File: src/rtl/f2i_pkg.sv
package f2i_pkg;

   typedef enum logic [2:0] {
      CLS_ZERO = 3'd0,
      CLS_NORM = 3'd1,
      CLS_INF  = 3'd2,
      CLS_QNAN = 3'd3,
      CLS_SNAN = 3'd4
   } f2i_class_e;

   // Non-numbers and infinities share the saturating path.
   function automatic logic f2i_is_special(input logic [2:0] cls);
      return (cls == CLS_INF) || (cls == CLS_QNAN) || (cls == CLS_SNAN);
   endfunction

endpackage

File: src/rtl/f2i_align.sv
// Right-aligns the integer part of the mantissa into the low INT_W bits and
// gathers every bit shifted out into a sticky flag.
module f2i_align #(
   parameter int INT_W  = 32,
   parameter int MANT_W = 53,
   parameter int EXP_W  = 12
) (
   input  logic [MANT_W-1:0]       mant,
   input  logic signed [EXP_W-1:0] exp_i,
   output logic [INT_W-1:0]        mag,
   output logic                    sticky,
   output logic                    exp_big
);
   localparam int WW   = MANT_W + INT_W;
   localparam int SHW  = $clog2(WW);
   localparam int AW   = EXP_W + 2;
   localparam int BASE = MANT_W - 1 + INT_W;

   localparam logic signed [AW-1:0] BASE_S = AW'(BASE);
   localparam logic signed [AW-1:0] WW_S   = AW'(WW);
   localparam logic signed [AW-1:0] INTW_S = AW'(INT_W);

   logic signed [AW-1:0] exp_ext;
   logic signed [AW-1:0] amt_full;
   logic                 clamp;
   logic                 under;
   logic [SHW-1:0]       amt;

   assign exp_ext  = {{2{exp_i[EXP_W-1]}}, exp_i};
   assign amt_full = BASE_S - exp_ext;
   assign clamp    = (amt_full >= WW_S);
   assign under    = (amt_full < 0);
   assign amt      = (clamp || under) ? '0 : amt_full[SHW-1:0];
   assign exp_big  = (exp_ext >= INTW_S);

   logic [WW-1:0] stage_v [0:SHW];
   logic          stage_s [0:SHW];

   assign stage_v[0] = {mant, {INT_W{1'b0}}};
   assign stage_s[0] = 1'b0;

   for (genvar k = 0; k < SHW; k++) begin : g_stage
      localparam int D = 1 << k;
      assign stage_v[k+1] = amt[k] ? (stage_v[k] >> D) : stage_v[k];
      assign stage_s[k+1] = stage_s[k] | (amt[k] & (|stage_v[k][D-1:0]));
   end

   assign mag    = clamp ? '0 : stage_v[SHW][INT_W-1:0];
   assign sticky = clamp ? (|mant) : stage_s[SHW];

endmodule

File: src/rtl/f2i_sat.sv
// Applies the sign-dependent limit, saturates, negates and sets the flags.
module f2i_sat #(
   parameter int INT_W = 32
) (
   input  logic             is_zero,
   input  logic             special,
   input  logic             exp_big,
   input  logic             sign,
   input  logic [INT_W-1:0] mag,
   input  logic             sticky,
   output logic [INT_W-1:0] res,
   output logic             inexact,
   output logic             invalid
);
   localparam logic [INT_W-1:0] POS_LIM = {1'b0, {(INT_W-1){1'b1}}};
   localparam logic [INT_W-1:0] NEG_LIM = {1'b1, {(INT_W-1){1'b0}}};

   logic mag_ovf;
   logic ovf;
   logic [INT_W-1:0] neg_mag;

   // Magnitude at or above 2^(N-1) overflows, except exactly 2^(N-1) when negative.
   assign mag_ovf = mag[INT_W-1] & (~sign | (|mag[INT_W-2:0]));
   assign ovf     = ~is_zero & (special | exp_big | mag_ovf);
   assign neg_mag = ~mag + 1'b1;

   always_comb begin
      if (is_zero)      res = '0;
      else if (ovf)     res = sign ? NEG_LIM : POS_LIM;
      else if (sign)    res = neg_mag;
      else              res = mag;
   end

   assign inexact = ~is_zero & ~ovf & sticky;
   assign invalid = ovf;

endmodule

File: src/rtl/f2i_convert.sv
module f2i_convert
   import f2i_pkg::*;
#(
   parameter int INT_W  = 32,
   parameter int MANT_W = 53,
   parameter int EXP_W  = 12
) (
   input  logic              clk,
   input  logic              rst_n,
   input  logic              in_valid,
   input  logic [2:0]        in_class,
   input  logic              in_sign,
   input  logic [EXP_W-1:0]  in_exp,
   input  logic [MANT_W-1:0] in_mant,
   output logic              out_valid,
   output logic [INT_W-1:0]  out_int,
   output logic              out_inexact,
   output logic              out_invalid
);
   localparam logic [INT_W-1:0] POS_LIM = {1'b0, {(INT_W-1){1'b1}}};
   localparam logic [INT_W-1:0] NEG_LIM = {1'b1, {(INT_W-1){1'b0}}};

   initial begin : g_param_chk
      assert (INT_W == 32 || INT_W == 64)
         else $fatal(1, "INT_W must be 32 or 64");
      assert (MANT_W >= 2)
         else $fatal(1, "MANT_W too small");
      assert ((MANT_W + INT_W) < (1 << (EXP_W - 1)))
         else $fatal(1, "EXP_W too narrow for the shift range");
   end

   // Stage A: alignment
   logic [INT_W-1:0] al_mag;
   logic             al_sticky;
   logic             al_big;

   f2i_align #(.INT_W(INT_W), .MANT_W(MANT_W), .EXP_W(EXP_W)) align_i (
      .mant    (in_mant),
      .exp_i   ($signed(in_exp)),
      .mag     (al_mag),
      .sticky  (al_sticky),
      .exp_big (al_big)
   );

   logic             a_valid, a_zero, a_special, a_big, a_sign, a_sticky;
   logic [INT_W-1:0] a_mag;

   always_ff @(posedge clk or negedge rst_n) begin
      if (!rst_n) begin
         a_valid   <= 1'b0;
         a_zero    <= 1'b1;
         a_special <= 1'b0;
         a_big     <= 1'b0;
         a_sign    <= 1'b0;
         a_sticky  <= 1'b0;
         a_mag     <= '0;
      end else begin
         a_valid   <= in_valid;
         a_zero    <= (in_class == CLS_ZERO);
         a_special <= f2i_is_special(in_class);
         a_big     <= al_big & (in_class == CLS_NORM);
         a_sign    <= in_sign;
         a_sticky  <= al_sticky;
         a_mag     <= al_mag;
      end
   end

   // Stage B: limit, negate, flags
   logic [INT_W-1:0] s_res;
   logic             s_inexact, s_invalid;

   f2i_sat #(.INT_W(INT_W)) sat_i (
      .is_zero (a_zero),
      .special (a_special),
      .exp_big (a_big),
      .sign    (a_sign),
      .mag     (a_mag),
      .sticky  (a_sticky),
      .res     (s_res),
      .inexact (s_inexact),
      .invalid (s_invalid)
   );

   always_ff @(posedge clk or negedge rst_n) begin
      if (!rst_n) begin
         out_valid   <= 1'b0;
         out_int     <= '0;
         out_inexact <= 1'b0;
         out_invalid <= 1'b0;
      end else begin
         out_valid   <= a_valid;
         out_int     <= s_res;
         out_inexact <= s_inexact;
         out_invalid <= s_invalid;
      end
   end

   // Input legality assumptions
   AST_CLASS_LEGAL: assert property (@(posedge clk) disable iff (!rst_n)
      in_valid |-> (in_class <= 3'd4));
   AST_NORM_MSB: assert property (@(posedge clk) disable iff (!rst_n)
      (in_valid && in_class == CLS_NORM) |-> in_mant[MANT_W-1]);

   // Behaviour at the ports
   AST_LATENCY_ON: assert property (@(posedge clk) disable iff (!rst_n)
      in_valid |=> ##1 out_valid);
   AST_LATENCY_OFF: assert property (@(posedge clk) disable iff (!rst_n)
      !in_valid |=> ##1 !out_valid);
   AST_ZERO_CLASS: assert property (@(posedge clk) disable iff (!rst_n)
      (in_valid && in_class == CLS_ZERO) |=> ##1
         (out_int == '0 && !out_inexact && !out_invalid));
   AST_SPECIAL_OVF: assert property (@(posedge clk) disable iff (!rst_n)
      (in_valid && f2i_is_special(in_class)) |=> ##1 out_invalid);
   AST_EXP_OVF: assert property (@(posedge clk) disable iff (!rst_n)
      (in_valid && in_class == CLS_NORM && $signed(in_exp) >= INT_W)
         |=> ##1 out_invalid);
   AST_NEG_EXP: assert property (@(posedge clk) disable iff (!rst_n)
      (in_valid && in_class == CLS_NORM && $signed(in_exp) < 0)
         |=> ##1 (out_int == '0 && out_inexact && !out_invalid));
   AST_SAT_VALUE: assert property (@(posedge clk) disable iff (!rst_n)
      (out_valid && out_invalid) |->
         (out_int == POS_LIM || out_int == NEG_LIM));
   AST_FLAGS_EXCL: assert property (@(posedge clk) disable iff (!rst_n)
      out_valid |-> !(out_invalid && out_inexact));

endmodule

File: config.mk
export PLATFORM = sky130hd
export DESIGN_NAME = f2i_convert
export DESIGN_NICKNAME = d
export VERILOG_FILES = /design/src/rtl/f2i_pkg.sv /design/src/rtl/f2i_align.sv /design/src/rtl/f2i_sat.sv /design/src/rtl/f2i_convert.sv
export SDC_FILE = /design/constraint.sdc
export NUM_CORES = 1
export LEC_CHECK = 0
export ABC_AREA = 1
export BUFFER_PORTS_ARGS = -buffer_cell sky130_fd_sc_hd__buf_2
export CORE_ASPECT_RATIO = 2
export CORE_MARGIN = 2
export CORE_UTILIZATION = 37
export CTS_CLUSTER_DIAMETER = 40
export CTS_CLUSTER_SIZE = 12
export DETAILED_ROUTE_END_ITERATION = 7
export GPL_TIMING_DRIVEN = 1
export PLACE_DENSITY_LB_ADDON = 0.05
export SKIP_CTS_REPAIR_TIMING = 1
export SYNTH_ARGS = -nofsm -noshare
export SYNTH_HDL_FRONTEND = slang
export SYNTH_SLANG_ARGS = --single-unit
export TNS_END_PERCENT = 5
File: constraint.sdc
create_clock -name clk -period 3.2 [get_ports clk]
set_input_delay 0.32 -clock clk [delete_from_list [all_inputs] [get_ports clk]]
set_output_delay 0.32 -clock clk [all_outputs]
set_load 0.1 [all_outputs]
* Word level (Yosys, flattened, before mapping) *
Index checks and enable logic that the tools add are counted.

word-level totals
  bits in read-only memories = 0
  memories = 0
  input port bits = 72
  bits in writable memories = 0
  output and inout bits = 35
  bits in latches = 0
  register bits = 73
  word-level logic and storage cells = 69

operators by class
  multipliers = 0
  shifts and indexed selects = 0
  bitwise gates (word level) = 23
  divide/modulo/power cells = 0
  multiplexer cells = 14
  add/sub/neg operators = 2
  eq/ne operators = 4
  $lt $le $gt $ge = 3
  reduce and logical (&&, ||, !) cells = 12

operators by type and width
  operator                                                            count
  2-to-1 mux 85 bit                                                   6
  2-to-1 mux 32 bit                                                   6
  OR reduction 64 bit                                                 1
  OR reduction 53 bit                                                 1
  adder 32 x 1 -> 32 bit, second input constant                       1
  inverter 32 bit                                                     1
  OR reduction 32 bit                                                 1
  OR reduction 31 bit                                                 1
  OR reduction 16 bit                                                 1
  greater-or-equal comparator 13 x 8 -> 1 bit, second input constant  1
  < comparator 13 x 1 -> 1 bit, second input constant                 1
  subtractor 8 x 12 -> 13 bit, first input constant                   1
  greater-or-equal comparator 12 x 7 -> 1 bit, second input constant  1
  bitwise AND 1 bit                                                   11
  OR 1 bit                                                            8
  OR reduction 8 bit                                                  1
  2-to-1 mux 7 bit                                                    1
  == test 3 x 2 -> 1 bit, second input constant                       2
  OR reduction 4 bit                                                  1
  == test 3 x 1 -> 1 bit, second input constant                       1
  == test 3 bit, second input constant                                1
  zero test 3 bit                                                     1
  logical OR 1 bit                                                    3
  inverter 1 bit                                                      3
  2 further kinds                                                     2

* Depth between registers and ports, before layout *
Gate-level depths: netlist of the first run.

  depth after elaboration = 14
  gate-level depth with buffers = 34
  depth with buffers taken out = 32

* By module *
From an unflattened synthesis of the first run, not the netlist that was laid out.

second synthesis, totals
  cell total of the unflattened synthesis = 1,579
  area total of the unflattened synthesis = 8,912.3 sq um

by module, submodules not included
  module       cells an instance  seq. area each (sq um)  times used  area each (sq um)
  f2i_align    1,239              0.0                     1           5,786.8
  f2i_convert  83                 1,828.0                 1           1,866.8
  f2i_sat      257                0.0                     1           1,258.7

* Worst setup path after synthesis of the first run *
No wires, ideal clock.

  path kind = input-to-reg
  from = input port in_exp[0]
  to = register a_sticky
  setup time = 0.132 ns
  arrival = 2.846 ns
  stages on the path = 29
  path slack = 0.222 ns
  path buffers = 3
  required time = 3.068 ns
  path through = buf_6 > inv_4 > ha_1 > inv_1 > nand2_1 > o21ai_1 > nand2_1 > nand2_1 > nand2_1 > nand2_1 > nand3_1 > nor2_2 > buf_6 > buf_6 > nand3_1 > nand3_1 > nand3_1 > nand3_1 > nand3_1 > nand3_1 > nand2_1 > nor2_1 > nand2_1 > nor2_1 > nand2_1 > nor2_1 > nand2_1 > nand2_1 > nand3_1

between the ends
  longest elaborated chain between the ends = 14
  elaborated cells on any way between the ends = 28
  those cells by class = 1 x add/sub; 2 x order compare; 8 x mux; 11 x bitwise; 6 x reduce/logical

ends and longest elaborated chain
  what                                                                                                RTL line                          source
  from (decl)                                                                                         f2i_convert.sv:13                 input logic [EXP_W-1:0] in_exp,
  subtractor 8 x 12 -> 13 bit *                                                                       f2i_align.sv:30                   assign amt_full = BASE_S - exp_ext;
  greater-or-equal comparator 13 x 8 -> 1 bit / < comparator 13 x 1 -> 1 bit (equally long branches)  f2i_align.sv:31, f2i_align.sv:32
  logical OR 1 bit                                                                                    f2i_align.sv:33                   assign amt = (clamp || under) ? '0 : amt_full[SHW-1:0];
  2-to-1 mux 7 bit                                                                                    f2i_align.sv:33
  2-to-1 mux 85 bit (5 in a row)                                                                      f2i_align.sv:44                   assign stage_v[k+1] = amt[k] ? (stage_v[k] >> D) : stage_v[k];
  2-to-1 mux 85 bit / OR reduction 32 bit (equally long branches)                                     f2i_align.sv:44, f2i_align.sv:45
  OR reduction 64 bit / bitwise AND 1 bit (equally long branches)                                     f2i_align.sv:45                   assign stage_s[k+1] = stage_s[k] | (amt[k] & (|stage_v[k][D-1:0]));
  bitwise AND 1 bit / OR 1 bit (equally long branches)                                                f2i_align.sv:45
  OR 1 bit                                                                                            f2i_align.sv:45
  2-to-1 mux 1 bit *                                                                                  f2i_align.sv:49                   assign sticky = clamp ? (|mant) : stage_s[SHW];
  via al_sticky                                                                                       f2i_convert.sv:34                 logic al_sticky;
  to (signal assigned)                                                                                f2i_convert.sv:63                 a_sticky <= al_sticky;
  to (decl)                                                                                           f2i_convert.sv:45                 logic a_valid, a_zero, a_special, a_big, a_sign, a_sticky;

The timed path passes the listed nets; every way through them passes the cells marked *.

* Final worst setup path of the first run *
  from = input port in_exp[1]
  to = register a_sticky

The elaborated chain is that of the path after synthesis.

==> results of run 1 <==
==> routing by layer <==
metal | track usage [%] | part of all wire, %
met3 | 1.86 | 3.2
met5 | 0 | 0
met1 | 30.8 | 33
met2 | 60.5 | 53
met4 | 24.6 | 10
==> power groups by stage <==
stage,registers (mW),logic [mW],clock network [mW]
after CTS,1.01,1.48,1.12
after global routing,1.01,1.71,1.15
after global placement,1.02,1.47,0
final,1.01,1.60,1.10
after floorplan,1.41,0.562,0
after detailed placement,1.02,1.47,0
==> area by class of cell <==
class	instances	area, um2	area share (%)
well taps	280	350	2.85
clock buffers	12	256	2.09
flip-flops and latches	73	1830	14.9
clock inverters	4	73.8	0.601
multi-input cells	1220	6310	51.4
repair buffers	389	3050	24.9
inverters	107	414	3.37
==> Yosys cell counts, types with 16 or more instances <==
cell / count / area [um2]
a21oi_1: 31 / 155
buf_1: 26 / 97.6
buf_2: 30 / 150
clkbuf_1: 27 / 101
dfrtp_1: 72 / 1800
inv_1: 96 / 360
nand2_1: 407 / 1530
nand3_1: 508 / 2540
nand4_1: 26 / 163
nor2_1: 90 / 338
nor3_1: 17 / 85.1
o21ai_0: 21 / 105
o21ai_1: 24 / 120
xor2_1: 16 / 140
==> cells by family (layout without fill, tap and decap cells) <==
logic type / count (synthesis) / in the layout / synth area share (%)
compound gates: 103 / 103 / 6.90
simple gates: 1085 / 1085 / 58.0
flops: 73 / 73 / 21.4
xor+xnor: 29 / 29 / 2.98
buf+inv: 201 / 512 / 10.2
fa+ha+maj: 3 / 3 / 0.440
==> worst paths after layout <==
check                      startpoint           to  slack, ns  cells after the start
setup / recovery            in_exp[1]     a_sticky      -0.21                     32
hold / removal               in_valid      a_valid       0.08                      1
setup reg to reg             a_mag[0]   out_int[7]      -0.10                     17
hold reg to reg               a_valid    out_valid       0.35                      0
max in group asynchronous       rst_n    a_mag[28]       1.81                      3
min in group asynchronous       rst_n  out_int[14]       0.37                      2
==> sequential cells by signal (all words and copies together) (netlist names) <==
signal,count
a_special,1
out_invalid,1
a_sign,1
out_int,32
a_zero,1
a_big,1
out_inexact,1
a_mag,32
a_sticky,1
a_valid,1
out_valid,1
==> worst max-delay path: cells and delay by family <==
family,cells,cell delay (ns)
AO/OA/AOI/OAI,1,0.11
buffers and inverters,6,0.71
adder cells (fa/ha/maj),1,0.28
AND/OR/NAND/NOR,24,2.19
==> key figures, run 1 <==
Status
  – Status: finished with violations
  – Failing checks: negative setup slack

Critical path
  – Worst EP arrival: 3.63 ns
  – CP Class: input pin to register
  – Crit start category: input pin
  – CP endpoint kind: register
  – Slowest CP cell: ha_2
  – Most used cell, CP: nand2_1
  – Required time of the critical path: 3.42 ns
  – CP peak stage delay: 0.28 ns
  – Worst-path fanout max: 12

Clock tree
  – Htree depth: 3
  – Total CTS buffers: 9
  – Worst-path clk slew: 0.05 ns
  – Clk buf depth: 2
  – CTS tree: yes
  – CTS sink cnt: 73
  – Root Buffer: clkbuf_16
  – Worst-Skew Late Latency: 0.34 ns

Global routing
  – Total track usage: 31.5%
  – First-pass GRT wire length: 59.7 mm
  – Largest net degree at the start of global routing: 62
  – Initial antenna violation count: 0
  – Overflow after GRT: 0
  – Vias in the first global route: 11200

Drt
  – DR vias/cell: 5.59
  – DRT Pass-1 Iters: 6
  – Drt wl/cell: 19.7 um
  – Post-route DRC violation count: 0
  – Antenna-violating nets left: 0
  – Vias: 11700
  – WL final: 41.1 mm
  – 1st-iter DRT viols: 726

STA
  – Skew final: 0.00561 ns
  – Final period util: 107%
  – Final hold vios: 0
  – Worst slew pin tran: 0.740 ns
  – Final Max Tran Viols: 0
  – F_max: 0.293 GHz
  – Setup violators final: 34
  – Crit path time final: 3.41 ns
  – RSZ-0062 raised after global routing: true
  – Setup TNS: -2.63 ns
  – Worst hold-check slack: 0.0824 ns
  – Post-route worst setup slack: -0.214 ns
  – Worst rel slew slack: 50.7%

Pwr
  – Final Power: 3.71 mW
  – Net Sw Frac: 40.2%
  – Max VDD drop: 0.568 mV
  – Int Power: 2.22 mW
  – Net switching power figure: 1.49 mW
  – LEAKAGE: 6.57 nW
  – PwrDens: 302 nW/um2
  – Gate power share: 43.1%
  – Seq pwr share: 27.1%
  – Clock network fraction of total power: 29.8%

Floorplan
  – Ports: 107
  – Die Span Y: 219 um
  – Initial Util: 37.7%
  – Core area: 22600 um2
  – Die X: 111 um
  – Die area: 24400 um2
  – Rows: 78

Final layout
  – Finished Layout Cells: 2085
  – Ant diodes: 0
  – Most common cell after layout, fill and taps aside: nand3_1
  – Core Util, Final: 54.3%
  – Area growth syn-to-layout: 44.1%
  – Share of cells above drive strength 1: 29.7%
  – Final net count: 1875
  – Fillers: 2414
  – Design Area, Final: 12300 um2
  – Most frequent cells in the layout: 453 x nand3_1, 394 x nand2_1, 249 x buf_4

Placement
  – Inst Count DP: 2049
  – Placed Area: 11100 um2
  – RePlAce Congestion: 1.01
  – I/O Buffers: 106
  – Final HPWL DP: 32.7 mm
  – Dpl ws: -0.612 ns

Logic synthesis
  – Cell area after synthesis: 8530 um2
  – Average size of a mapped cell: 5.71 um2
  – Netlist cell types: 48
  – Flops & latches, synth: 73
  – Async SR Flop Fraction: 100%
  – Sequential element share of the synthesized area: 21.4%
  – Number of synthesized flops with an enable pin: 0
  – Cells after Synth: 1494
  – Top_reg_cell synth: dfrtp_1
  – Yosys warnings: 0
  – Mapped Nets: 1569

Worst hold path
  – Class of the worst hold path: input pin to register

Flow run
  – Max Cap Viol: 0
(Power assumes the default switching activity.)
==> run 2: changes to the inputs <==
Settings changed: ABC_AREA 1 to default.
==> key figures, run 2 <==
Status
  – Status: finished with violations
  – Failing checks: negative setup slack

Logic synthesis
  – Number of synthesized flops with an enable pin: 0 (unchanged)
  – Flops & latches, synth: 73 (unchanged)
  – Most common cell in the netlist: nor2_1
  – Top-area cell type share of the netlist area: 17.8% (-12 points)
  – Top cells by area, synth: dfrtp_1 18%, nor2_1 6.0%, mux2i_1 5.4%
  – Main combinational cell family by area after synthesis: compound AO/OA/AOI/OAI gates
  – Post-synth top cells: 163 x nor2_1, 137 x nand2_1, 109 x o21ai_0
  – Synth Area in Simple Gates: 29.8% (-28 points)
  – Xor-xnor portion of the synthesized cell area: 0.777% (-2.2 points)
  – Top_reg_cell synth: dfrtp_1
  – Mux contribution to synthesized area: 7.35% (+7.3 points)
  – Synth Area in Compound Gates: 36.9% (+30 points)
  – Yosys warnings: 0 (unchanged)
  – Area leader, netlist: dfrtp_1
  – Average size of a mapped cell: 6.93 um2 (+21%)
  – Adder-cell share of the synthesized area: 0.370% (-0.070 points)
  – Cell area after synthesis: 10100 um2 (+19%)
  – Mapped Nets: 1539 (-1.9%)
  – Cells after Synth: 1464 (-2.0%)
  – Sequential element share of the synthesized area: 18.0% (-3.4 points)
  – Netlist cell types: 96 (+100%)
  – Async SR Flop Fraction: 100% (unchanged)

Placement
  – Placed Area: 15300 um2 (+38%)
  – Inst Count DP: 2372 (+16%)
  – RePlAce Congestion: 1.10 (+9.4%)
  – Dpl ws: -1.72 ns (-1.11 ns)
  – Final HPWL DP: 53.8 mm (+65%)
  – I/O Buffers: 106 (unchanged)

Drt
  – WL final: 68.0 mm (+65%)
  – Drt wl/cell: 28.4 um (+44%)
  – Vias: 15700 (+34%)
  – DRT Pass-1 Iters: 6 (unchanged)
  – 1st-iter DRT viols: 1677 (+130%)
  – Antenna-violating nets left: 0 (unchanged)
  – Post-route DRC violation count: 0 (unchanged)
  – DR vias/cell: 6.54 (+17%)

STA
  – Setup TNS: -62.96 ns (-60.33 ns)
  – Final period util: 145% (+39 points)
  – Post-route worst setup slack: -1.46 ns (-1.24 ns)
  – Worst hold-check slack: 0.0758 ns (-0.00659 ns)
  – Final Max Tran Viols: 0 (unchanged)
  – Worst rel slew slack: 36.6% (-14 points)
  – Final hold vios: 0 (unchanged)
  – F_max: 0.215 GHz (-27%)
  – Worst slew pin tran: 0.947 ns (+0.207 ns)
  – RSZ-0062 raised after global routing: true
  – Setup violators final: 67 (+97%)
  – Crit path time final: 4.66 ns (+1.24 ns)
  – Skew final: 0.00561 ns (-0.00000142 ns)

Clock tree
  – CTS tree: yes
  – CTS sink cnt: 73 (unchanged)
  – Total CTS buffers: 9 (unchanged)
  – Htree depth: 3 (unchanged)
  – Worst-path clk slew: 0.06 ns (about the same)
  – Root Buffer: clkbuf_16
  – Worst-Skew Late Latency: 0.35 ns (about the same)
  – Clk buf depth: 2 (unchanged)

Critical path
  – Crit start category: register
  – Worst EP arrival: 4.92 ns (+1.29 ns)
  – FF-to-FF Start: a_mag[1]
  – CP endpoint kind: register
  – Required time of the critical path: 3.46 ns (+0.04 ns)
  – Worst-path fanout max: 6 (-6)
  – RR Endpoint: out_int[16]
  – Reg-to-reg slack, setup: -1.46 ns (-1.36 ns)
  – Worst reg2reg path depth: 16 (-1)
  – CP Class: register to register

Final layout
  – Core Util, Final: 59.6% (+5.3 points)
  – Design Area, Final: 16000 um2 (+30%)
  – Fillers: 2582 (+7.0%)
  – Final net count: 2113 (+13%)
  – Largest registers: a_mag (32), out_int (32)
  – Most frequent cells in the layout: 570 x buf_4, 154 x nor2_1, 135 x nand2_1
  – Multi-input combinational cell area: 8080 um2 (+28%)
  – Register Area: 1830 um2 (unchanged)
  – Most common cell after layout, fill and taps aside: buf_4
  – Share of cells above drive strength 1: 40.9% (+11 points)
  – Area growth syn-to-layout: 58.0%
  – Finished Layout Cells: 2394 (+15%)

Pwr
  – Final Power: 5.22 mW (+41%)
  – Max VDD drop: 0.273 mV (-52%)
  – LEAKAGE: 7.20 nW (+9.7%)
  – PwrDens: 326 nW/um2 (+7.9%)

Floorplan
  – Core area: 26900 um2 (+19%)
  – Die area: 28800 um2 (+18%)
  – Initial Util: 37.7% (+0.052 points)
  – Die X: 121 um (+8.8%)
  – Ports: 107 (unchanged)
  – Die Span Y: 238 um (+8.9%)
  – Rows: 85 (+9.0%)

Global routing
  – Vias in the first global route: 15500 (+38%)
  – Initial antenna violation count: 6 (+6)
  – Largest net degree at the start of global routing: 74 (+19%)
  – Grt met1 use: 42.1% (+11 points)
  – Busiest grt layer: met2
  – GRT met3 Usage: 11.6% (+9.8 points)
  – M2 GR Usage: 77.6% (+17 points)
  – First-pass GRT wire length: 98.2 mm (+64%)
  – Overflow after GRT: 0 (unchanged)
  – Total track usage: 46.2% (+15 points)

Worst hold path
  – Hold wc startpoint: in_sign
  – Hold depth: 1 (unchanged)
  – Class of the worst hold path: input pin to register
  – Hold Crit Endpoint: a_sign

Flow run
  – Max Cap Viol: 0 (unchanged)
## run 2: changes by cell type after synthesis, sizes merged, moves of 47 or more
| cell | before | now |
|---|---|---|
| clkbuf | 28 | 81 |
| o21ai | 45 | 122 |
| nand2 | 416 | 138 |
| o211ai | 9 | 57 |
| nand3 | 516 | 60 |
| mux2i | 0 | 56 |
| inv | 104 | 15 |
| a31oi | 1 | 48 |
| nor2 | 95 | 164 |
| a21oi | 31 | 101 |
## run 2: critical path: stages, from the launching register on
cell and delay, ns:
dfrtp_1 0.38, inv_1 0.08, ha_2 0.18, or3b_4 0.38, nand4b_4 0.19, or4b_4 0.53
or3_4 0.38, nand2b_4 0.17, or3_4 0.33, or3_4 0.37, nor3_4 0.27, nand3b_1 0.17
a211o_4 0.43, buf_2 0.21, o211ai_1 0.18, o21ai_0 0.14, a21oi_1 0.18
## run 2: per-layer routing
layer	share of wire (%)	wire length, um
met4	14	9700
met5	0.069	47
met3	8.3	5640
met1	30	20600
met2	47	32000
## run 2: cell type report
| cell class | instances | share of cell area, % |
|---|---|---|
| flip-flops and latches | 73 | 11.4 |
| diodes | 3 | 0.0468 |
| clock inverters | 6 | 0.570 |
| multi-input cells | 1236 | 50.4 |
| well taps | 348 | 2.72 |
| inverters | 16 | 0.382 |
| clock buffers | 10 | 1.49 |
| repair buffers | 702 | 33.0 |
## run 2: where the power goes
| part | switching, mW | internal (mW) | total, mW |
|---|---|---|---|
| sequential | 0.0405 | 0.996 | 1.04 |
| combinational | 1.94 | 1.13 | 3.08 |
| clock | 0.406 | 0.704 | 1.11 |
## run 2: cell families (layout without fill, tap and decap cells)
group / Yosys count / in the layout
other cells: 0 / 3
fa+ha+maj: 3 / 3
simple gates: 601 / 601
xor+xnor: 9 / 9
buf+inv: 155 / 734
compound gates: 552 / 552
flops: 73 / 73
mux: 71 / 71
## run 2: worst max-delay path by stage
stage,from,endpoint,slack (ns)
3_5_place_dp,in_exp[7],a_sticky,-1.72
2_1_floorplan,a_mag[0],out_int[30],-0.86
5_1_grt,a_mag[0],out_int[17],-1.64
6_report,a_mag[1],out_int[16],-1.46
4_1_cts,a_mag[0],out_int[17],-1.36
3_3_place_gp,in_exp[7],a_sticky,-1.74
==> run 3: changes to the inputs <==
==> constraint.sdc (replaced) <==
create_clock -name clk -period 3.2 [get_ports clk]
set_input_delay 0.16 -clock clk [delete_from_list [all_inputs] [get_ports clk]]
set_output_delay 0.16 -clock clk [all_outputs]
set_load 0.1 [all_outputs]
==> key figures, run 3 (synthesis gave the netlist of run 2 again) <==
Critical path
  – Crit start category: register
  – Worst-path fanout max: 4 (-2)
  – Crit path cell chain: inv_1 -> ha_2 -> or3b_4 -> nand4b_4 -> or4b_4 -> or3_4 -> nand2b_4 -> or3_4 -> or3_4 -> nor3_4 -> nand3b_1 -> a211oi_4 -> nand2_2 -> a21oi_1 -> buf_4 -> o21ai_0 -> a21oi_1
  – Crit path buf inv count: 2 (unchanged)
  – Slowest CP cell: or4b_4
  – Worst EP arrival: 4.82 ns (-0.10 ns)
  – CP endpoint kind: register
  – CP delay by family, top: simple AND/OR/NAND/NOR gates
  – Most used cell, CP: or3_4
  – CP Class: register to register
  – Required time of the critical path: 3.47 ns (about the same)
  – CP peak stage delay: 0.53 ns (about the same)

STA
  – Setup violators final: 67 (unchanged)
  – Final period util: 142% (-3.3 points)
  – Worst rel slew slack: -1.34% (-38 points)
  – Final hold vios: 68 (+68)
  – Worst slew pin tran: 1.51 ns (+0.560 ns)
  – Post-route worst setup slack: -1.35 ns (+0.107 ns)
  – Crit path time final: 4.55 ns (-0.107 ns)
  – Skew final: 0.00732 ns (+0.00172 ns)
  – Setup TNS: -55.38 ns (+7.59 ns)
  – Final Max Tran Viols: 2 (+2)
  – Worst hold-check slack: -0.0827 ns (-0.159 ns)
  – RSZ-0062 raised after global routing: true
  – F_max: 0.220 GHz (+2.3%)

Placement
  – Placed Area: 15200 um2 (-0.71%)
  – Final HPWL DP: 54.3 mm (+0.98%)
  – Inst Count DP: 2356 (-0.67%)
  – I/O Buffers: 106 (unchanged)
  – RePlAce Congestion: 1.09 (-1.2%)

Drt
  – Vias: 15700 (+0.038%)
  – WL final: 67.3 mm (-0.93%)
  – Drt wl/cell: 28.3 um (-0.39%)
  – DR vias/cell: 6.58 (+0.58%)
  – Post-route DRC violation count: 0 (unchanged)
  – DRT Pass-1 Iters: 8 (+2)
  – Antenna-violating nets left: 0 (unchanged)
  – 1st-iter DRT viols: 1755 (+4.7%)

Global routing
  – Total track usage: 46.3% (+0.080 points)
  – Initial antenna violation count: 3 (-3)
  – Largest net degree at the start of global routing: 74 (unchanged)
  – Overflow after GRT: 0 (unchanged)
  – Vias in the first global route: 15400 (-0.73%)
  – First-pass GRT wire length: 98.2 mm (about the same)

Floorplan
  – Rows: 85 (unchanged)
  – Initial Util: 37.7% (unchanged)
  – Die Span Y: 238 um (unchanged)
  – Die area: 28800 um2 (unchanged)
  – Core area: 26900 um2 (unchanged)
  – Ports: 107 (unchanged)
  – Die X: 121 um (unchanged)

Final layout
  – Largest registers: a_mag (32), out_int (32)
  – Finished Layout Cells: 2381 (-0.54%)
  – Most frequent cells in the layout: 552 x buf_4, 156 x nor2_1, 136 x nand2_1
  – Final net count: 2102 (-0.52%)
  – Share of cells above drive strength 1: 40.6% (-0.37 points)
  – Design Area, Final: 16000 um2 (-0.38%)
  – Area growth syn-to-layout: 57.4%
  – Most common cell after layout, fill and taps aside: buf_4

Flow run
  – Max Cap Viol: 1 (+1)

Pwr
  – LEAKAGE: 7.19 nW (-0.13%)
  – Max VDD drop: 0.259 mV (-5.1%)
  – PwrDens: 322 nW/um2 (-1.2%)
  – Final Power: 5.14 mW (-1.6%)

Clock tree
  – Worst-path clk slew: 0.06 ns (about the same)
  – Worst-Skew Late Latency: 0.36 ns (about the same)
  – CTS tree: yes
  – Root Buffer: clkbuf_16
  – Htree depth: 3 (unchanged)
  – CTS sink cnt: 73 (unchanged)
  – Total CTS buffers: 9 (unchanged)
  – Clk buf depth: 2 (unchanged)

Worst hold path
  – Class of the worst hold path: input pin to asynchronous set/reset pin

Status
  – Failing checks: negative hold slack, max-capacitance violations, max-slew violations, negative setup slack
  – Status: finished with violations
run 3: changes by cell type in the layout (fill, tap and decap cells not counted), moves of 4 or more:
cell,change
dlygate4sd3_1,+4
buf_6,+4
o21ai_2,+4
o21ai_1,-6
buf_4,-18
run 3: per-stage QoR:
| step | utilization (%) | hold slack (ns) | setup slack [ns] |
|---|---|---|---|
| finish | 59.4 | -0.0827 | -1.35 |
| global route | 59.4 | 0.00101 | -1.45 |
| CTS | 57.5 | -0.0937 | -1.30 |
| detailed placement | 56.4 | 0.270 | -1.48 |
| global placement | 56.4 | 0.268 | -1.48 |
| floorplan | - | -0.136 | -0.861 |
run 3: routing by layer:
layer	vias up	GRT usage (%)	wire (um)
met5	-	0	13
met4	2	51.0	10100
met3	473	10.1	5100
met2	1085	78.3	31800
met1	7293	42.7	20300
li1	6816	-	-
run 3: power breakdown:
| group | total, mW | internal [mW] | switching [mW] |
|---|---|---|---|
| sequential | 1.03 | 0.996 | 0.0370 |
| clock | 1.06 | 0.617 | 0.440 |
| combinational | 3.05 | 1.13 | 1.92 |
run 3: final cells by class:
cell class / instances / area [um2]
Antenna cell: 1 / 2.50
Inverter: 16 / 60.1
Fill cell: 2536 / 10900
Clock inverter: 7 / 82.6
Multi-Input combinational cell: 1236 / 8090
Timing Repair Buffer: 691 / 5250
Sequential cell: 73 / 1830
Clock buffer: 9 / 225
Tap cell: 348 / 435
run 3: worst paths after layout:
check,endpoint,cells past startpoint,startpoint,slack (ns)
worst min-delay path,out_valid,1,rst_n,-0.08
worst max register to register,out_int[19],17,a_mag[0],-1.35
worst min register to register,out_valid,0,a_valid,0.36
min in group clk,a_special,2,in_class[1],0.09
worst max-delay path,out_int[19],17,a_mag[0],-1.35
max in group asynchronous,a_mag[21],1,rst_n,2.64
